--- src/rtl/roi_pkg.sv ---
package roi_pkg;

    typedef enum logic [1:0] {
        ST_IDLE  = 2'd0,
        ST_SETUP = 2'd1,
        ST_EMIT  = 2'd2,
        ST_FEND  = 2'd3
    } roi_state_t;

    typedef struct packed {
        logic sub_en;
        logic sub_color;
        logic rev_x;
        logic rev_y;
    } roi_mode_t;

endpackage

--- src/rtl/roi_axis.sv ---
// One scan axis: first kept offset, end test and next kept offset.
module roi_axis #(
    parameter int W = 6
) (
    input  logic [W-1:0] idx,
    input  logic [W-1:0] span,
    input  logic         sub_en,
    input  logic         sub_color,
    input  logic         rev,
    output logic [W-1:0] first_idx,
    output logic [W-1:0] next_idx,
    output logic         at_end
);

    logic [W-1:0] kmax;
    logic [W-1:0] stride;

    always_comb begin
        // highest offset within span that the pattern keeps
        if (!sub_en)
            kmax = span;
        else if (!sub_color)
            kmax = {span[W-1:1], 1'b0};
        else if (span[1])
            kmax = {span[W-1:2], 2'b01};
        else
            kmax = span;

        // distance to the neighbouring kept offset in scan direction
        if (!sub_en)
            stride = W'(1);
        else if (!sub_color)
            stride = W'(2);
        else if (idx[0] ^ rev)
            stride = W'(3);
        else
            stride = W'(1);

        first_idx = rev ? kmax : '0;
        at_end    = (idx == (rev ? '0 : kmax));
        next_idx  = rev ? (idx - stride) : (idx + stride);
    end

endmodule

--- src/rtl/roi_win_sel.sv ---
// Picks one region's captured fields by index.
module roi_win_sel #(
    parameter int NWIN = 4,
    parameter int YW   = 10,
    parameter int XW   = 6,
    parameter int IW   = 2
) (
    input  logic [IW-1:0]      sel,
    input  logic [NWIN*YW-1:0] ys_flat,
    input  logic [NWIN*YW-1:0] ye_flat,
    input  logic [NWIN*XW-1:0] xs_flat,
    input  logic [NWIN*XW-1:0] kn_flat,
    output logic [YW-1:0]      ys,
    output logic [YW-1:0]      ye,
    output logic [XW-1:0]      xs,
    output logic [XW-1:0]      kn
);

    logic [YW-1:0] ys_a [NWIN];
    logic [YW-1:0] ye_a [NWIN];
    logic [XW-1:0] xs_a [NWIN];
    logic [XW-1:0] kn_a [NWIN];

    for (genvar g = 0; g < NWIN; g++) begin : g_unpack
        assign ys_a[g] = ys_flat[g*YW +: YW];
        assign ye_a[g] = ye_flat[g*YW +: YW];
        assign xs_a[g] = xs_flat[g*XW +: XW];
        assign kn_a[g] = kn_flat[g*XW +: XW];
    end

    assign ys = ys_a[sel];
    assign ye = ye_a[sel];
    assign xs = xs_a[sel];
    assign kn = kn_a[sel];

endmodule

--- src/rtl/roi_addr_gen.sv ---
module roi_addr_gen
    import roi_pkg::*;
#(
    parameter int NWIN = 4,
    parameter int YW   = 10,
    parameter int XW   = 6,
    localparam int IW  = (NWIN > 1) ? $clog2(NWIN) : 1
) (
    input  logic               clk,
    input  logic               rst_n,
    input  logic               frame_start,
    input  logic               step_en,
    input  logic [IW-1:0]      win_count,
    input  logic [NWIN*YW-1:0] y_start_flat,
    input  logic [NWIN*YW-1:0] y_end_flat,
    input  logic [NWIN*XW-1:0] x_start_flat,
    input  logic [NWIN*XW-1:0] x_kernels_flat,
    input  logic               sub_en,
    input  logic               sub_color,
    input  logic               rev_x,
    input  logic               rev_y,
    output logic [XW-1:0]      x_addr,
    output logic [YW-1:0]      y_addr,
    output logic               addr_valid,
    output logic               line_start,
    output logic               line_end,
    output logic               frame_end
);

    roi_state_t state, state_nx;

    // configuration captured at frame start
    logic [IW-1:0]      lat_cnt;
    logic [NWIN*YW-1:0] lat_ys, lat_ye;
    logic [NWIN*XW-1:0] lat_xs, lat_kn;
    roi_mode_t          lat_mode;

    logic [IW-1:0] win;
    logic [YW-1:0] row;
    logic [XW-1:0] col;

    logic [YW-1:0] cur_ys, cur_ye;
    logic [XW-1:0] cur_xs, cur_kn;

    roi_win_sel #(.NWIN(NWIN), .YW(YW), .XW(XW), .IW(IW)) u_sel (
        .sel     (win),
        .ys_flat (lat_ys),
        .ye_flat (lat_ye),
        .xs_flat (lat_xs),
        .kn_flat (lat_kn),
        .ys      (cur_ys),
        .ye      (cur_ye),
        .xs      (cur_xs),
        .kn      (cur_kn)
    );

    logic          win_empty, win_last;
    logic [YW-1:0] row_span, row_first, row_nxt;
    logic [XW-1:0] col_span, col_first, col_nxt;
    logic          row_end, col_end;

    assign win_empty = (cur_ye < cur_ys) || (cur_kn == '0);
    assign win_last  = (win == lat_cnt);
    assign row_span  = cur_ye - cur_ys;
    assign col_span  = cur_kn - XW'(1);

    roi_axis #(.W(YW)) u_row_axis (
        .idx       (row),
        .span      (row_span),
        .sub_en    (lat_mode.sub_en),
        .sub_color (lat_mode.sub_color),
        .rev       (lat_mode.rev_y),
        .first_idx (row_first),
        .next_idx  (row_nxt),
        .at_end    (row_end)
    );

    roi_axis #(.W(XW)) u_col_axis (
        .idx       (col),
        .span      (col_span),
        .sub_en    (lat_mode.sub_en),
        .sub_color (lat_mode.sub_color),
        .rev       (lat_mode.rev_x),
        .first_idx (col_first),
        .next_idx  (col_nxt),
        .at_end    (col_end)
    );

    // next-state decision
    always_comb begin
        state_nx = state;
        unique case (state)
            ST_IDLE:  if (frame_start) state_nx = ST_SETUP;
            ST_SETUP: begin
                if (win_empty && win_last)
                    state_nx = ST_FEND;
                else if (!win_empty)
                    state_nx = ST_EMIT;
            end
            ST_EMIT: begin
                if (step_en && col_end && row_end)
                    state_nx = win_last ? ST_FEND : ST_SETUP;
            end
            ST_FEND:  state_nx = ST_IDLE;
            default:  state_nx = ST_IDLE;
        endcase
    end

    // state register
    always_ff @(posedge clk) begin
        if (!rst_n)
            state <= ST_IDLE;
        else
            state <= state_nx;
    end

    // scan counters and captured configuration
    always_ff @(posedge clk) begin
        if (!rst_n) begin
            win      <= '0;
            row      <= '0;
            col      <= '0;
            lat_cnt  <= '0;
            lat_ys   <= '0;
            lat_ye   <= '0;
            lat_xs   <= '0;
            lat_kn   <= '0;
            lat_mode <= '0;
        end else begin
            unique case (state)
                ST_IDLE: begin
                    if (frame_start) begin
                        win      <= '0;
                        lat_cnt  <= win_count;
                        lat_ys   <= y_start_flat;
                        lat_ye   <= y_end_flat;
                        lat_xs   <= x_start_flat;
                        lat_kn   <= x_kernels_flat;
                        lat_mode <= {sub_en, sub_color, rev_x, rev_y};
                    end
                end
                ST_SETUP: begin
                    if (win_empty) begin
                        if (!win_last) win <= win + IW'(1);
                    end else begin
                        row <= row_first;
                        col <= col_first;
                    end
                end
                ST_EMIT: begin
                    if (step_en) begin
                        if (!col_end) begin
                            col <= col_nxt;
                        end else if (!row_end) begin
                            row <= row_nxt;
                            col <= col_first;
                        end else if (!win_last) begin
                            win <= win + IW'(1);
                        end
                    end
                end
                ST_FEND: ;
                default: ;
            endcase
        end
    end

    // outputs
    always_comb begin
        addr_valid = (state == ST_EMIT);
        x_addr     = cur_xs + col;
        y_addr     = cur_ys + row;
        line_start = addr_valid && (col == col_first);
        line_end   = addr_valid && col_end;
        frame_end  = (state == ST_FEND);
    end

    // a stalled address is held
    a_r8_hold_stable: assert property (@(posedge clk) disable iff (!rst_n)
        addr_valid && !step_en |=> addr_valid && $stable(x_addr) && $stable(y_addr)
                                   && $stable(line_start) && $stable(line_end));

    // frame end never overlaps an address and lasts one cycle
    a_r10_fend_alone: assert property (@(posedge clk) disable iff (!rst_n)
        frame_end |-> !addr_valid);
    a_r10_fend_single: assert property (@(posedge clk) disable iff (!rst_n)
        frame_end |=> !frame_end && !addr_valid);

    // row address stays inside the current region
    a_r4_row_in_window: assert property (@(posedge clk) disable iff (!rst_n)
        addr_valid |-> (y_addr >= cur_ys) && (y_addr <= cur_ye));

    // kept offsets follow the selected pattern
    a_r7_mono_pattern: assert property (@(posedge clk) disable iff (!rst_n)
        addr_valid && lat_mode.sub_en && !lat_mode.sub_color |-> !row[0] && !col[0]);
    a_r7_color_pattern: assert property (@(posedge clk) disable iff (!rst_n)
        addr_valid && lat_mode.sub_en && lat_mode.sub_color |-> !row[1] && !col[1]);

    // a row end is followed by a row start or a region change
    a_r9_next_row_starts: assert property (@(posedge clk) disable iff (!rst_n)
        addr_valid && step_en && line_end && !row_end |=> addr_valid && line_start);

endmodule

--- config.mk ---
export PLATFORM = sky130hd
export DESIGN_NAME = roi_addr_gen
export DESIGN_NICKNAME = d
export VERILOG_FILES = /design/src/rtl/roi_pkg.sv /design/src/rtl/roi_axis.sv /design/src/rtl/roi_win_sel.sv /design/src/rtl/roi_addr_gen.sv
export SDC_FILE = /design/constraint.sdc
export NUM_CORES = 1
export LEC_CHECK = 0
export ABC_AREA = 1
export BUFFER_PORTS_ARGS = -buffer_cell sky130_fd_sc_hd__buf_2
export CAP_MARGIN = 20
export CORE_MARGIN = 2
export CORE_UTILIZATION = 52
export CTS_CLUSTER_DIAMETER = 80
export DETAILED_ROUTE_END_ITERATION = 8
export PLACE_DENSITY = 0.75
export RECOVER_POWER = 50
export REMOVE_ABC_BUFFERS = 1
export SLEW_MARGIN = 20
export SYNTH_ARGS = -nofsm -noshare
export SYNTH_HDL_FRONTEND = slang
export SYNTH_SLANG_ARGS = --single-unit
--- constraint.sdc ---
create_clock -name clk -period 5.6 [get_ports clk]
set_input_delay 0.28 -clock clk [delete_from_list [all_inputs] [get_ports clk]]
set_output_delay 0.28 -clock clk [all_outputs]
set_load 0.01 [all_outputs]
==> impl_metrics.tcl <==
set metrics [dict create \
    crit_path_end_kind "flop" \
    clk_latency_ns 0.43 \
    drcViolationCount 0 \
    required_ns 5.96 \
    setup_viol_count_final 0 \
    cts_sinks 154 \
    cts-hold-fix-buffers 0 \
    drv_cap 1 \
    vias_per_cell 5.17 \
    cts_max_level 4 \
    skew_ns 0.0147 \
    route.vias.total 8998 \
    dieHeight_um 137 \
    drt_iter0_drc 545 \
    failed_checks "capacitance limit, slew limit" \
    finalWirelength_um 23700 \
    tns_ns 0 \
    cts_buffers 17 \
    placed_cells 1709 \
    core_um2 17200 \
    drt-pass1-iter-count 5 \
    synthCells 1390 \
    peakVddDrop_mv 0.287 \
    most-common-layout-cells "359 x nor2_1, 227 x nand2_1, 188 x o21ai_0" \
    initial_core_util_pct 53.1 \
    finalHoldViolCount 0 \
    path_class "flop to flop" \
    port_buffers 157 \
    clk_pin_slew_worst_paths_ns 0.06 \
    finalWorstSetupSlack_ns 1.31 \
    async_reset_ff_share_pct 0 \
    drive_above_1_share_pct 14.7 \
    layout.cells.non_filler 1741 \
    synth_cell_types 44 \
    syn-mean-instance-area_um2 6.59 \
    fmaxAchievable_mhz 233 \
    ios 158 \
    grt_max_degree 142 \
    gp_congestion 0.979 \
    wl_per_cell_um 13.6 \
    dp_slack_ns 1.74 \
    antenna_found_initial 0 \
    ys_seq_area_share_pct 33.7 \
    finalCritPeriodShare_pct 76.7 \
    cts_root_buf "clkbuf_16" \
    cts_resized 0 \
    die_x_um 137 \
    gr-total-overflow 0 \
    cp_data_arrival_time_ns 4.65 \
    postCtsSetupBuffers 0 \
    post-route-min-period_ns 4.29 \
    die-area_um2 18700 \
    synth_enable_flop_cells 0 \
    cts_tree "yes" \
    fin_nets 1695 \
    clock_path_buffers 2 \
    syn_to_final_growth_pct 15.8 \
    min_path_type "input port to flop" \
    worstMarginPinSlew_ns 2.74 \
    syn_area_um2 9160 \
    finish.utilization_pct 61.5 \
    synthFlopType "dfxtp_1" \
    drv_slew 65 \
    yosys_warnings 0 \
    crit_fanout 141 \
    drtAntennaViolNets 0 \
    final_common_cell "nor2_1" \
    power-per-cell-area_nw_per_um2 576 \
    post_dp_cell_area_um2 9990 \
    status "complete, but fails checks" \
    critPathLaunchType "flop" \
    final_cell_area_um2 10600 \
    diodes 0 \
    rsz0062_at_grt "false" \
    p_leak_nw 5.12 \
    rows 48 \
    grt_use_total_pct 25.4 \
    hpwlAfterDp_um 16900 \
    synth-seq-cells 154 \
    grt_pass1_vias 7913 \
    relSlewSlack_pct -82.4 \
    grt_pass1_wl_um 37900 \
]
-- worst paths after layout --
check	end	from	cells after the start	slack, ns
worst max register to register	lat_ye[38]	state[0]	7	1.31
worst min-delay path	lat_kn[14]	x_kernels_flat[14]	3	0.1
worst min register to register	lat_kn[17]	lat_kn[17]	2	0.47
worst max-delay path	lat_ye[38]	state[0]	7	1.31
-- kinds of logic (layout without fill, tap and decap cells) --
family	count (synthesis)	count (layout)	synth area share, %
fa+ha+maj	54	54	7.79
xor+xnor	35	35	3.35
simple gates	688	688	30.9
compound gates	279	279	16.4
buf+inv	180	306	7.84
flops	154	154	33.7
-- synthesized netlist by cell type, types with 5 or more instances --
cell type / number / share of area [%]
ha_1: 49 / 6.7
a32oi_1: 10 / 0.96
nor2_1: 359 / 15
nand2_1: 228 / 9.3
a21oi_1: 46 / 2.5
dfxtp_1: 154 / 34
nand2_2: 11 / 0.75
o21ai_0: 188 / 10
inv_1: 104 / 4.3
fa_1: 5 / 1.1
nand3_1: 54 / 3.0
clkbuf_1: 59 / 2.4
nand4_1: 15 / 1.0
o22ai_1: 17 / 1.2
xor2_1: 29 / 2.8
xnor2_1: 6 / 0.57
nand3_2: 5 / 0.55
-- state kept, by name, summed over array words and instances (netlist names) --
signal	flops
col	6
lat_xs	24
lat_mode	4
lat_kn	24
lat_ys	40
lat_cnt	2
win	2
state	2
lat_ye	40
row	10
-- worst max-delay path, stage by stage (launching register included) --
cell and delay, ns:
dfxtp_1 0.35, inv_1 0.16, ha_1 0.30, nand2_8 0.41, inv_4 0.64, clkbuf_1 1.98
nor2_1 0.10, nor2_1 0.21
-- area by class of cell --
class                      instances  area, µm²
tap                              225        282
fill                            1630       6630
clock buffer                      23        478
inverter                         109        412
multi-input combinational       1056       5370
clock inverter                     9        136
sequential                       154       3080
timing repair buffer             165        838
-- through the flow --
stage	hold slack, ns	power, mW
finish	0.0959	6.11
global route	0.109	6.67
CTS	0.0871	6.10
detailed placement	0.459	4.87
global placement	0.441	4.82
floorplan	0.400	4.02
-- report_power, final --
part           switching [mW]  leakage (nW)  internal (mW)
Combinational            2.17          3.55           1.19
Sequential              0.177          1.28           1.37
Clock                   0.461         0.294          0.740
-- per-layer routing --
layer	vias up	global-route usage [%]	share of wire, %
met1	4011	36.7	50
met3	17	2.93	5.2
met5	-	0	0
li1	4738	-	-
met4	0	7.29	1.2
met2	232	39.9	44
No activity file was read; power rests on OpenSTA's default activity.
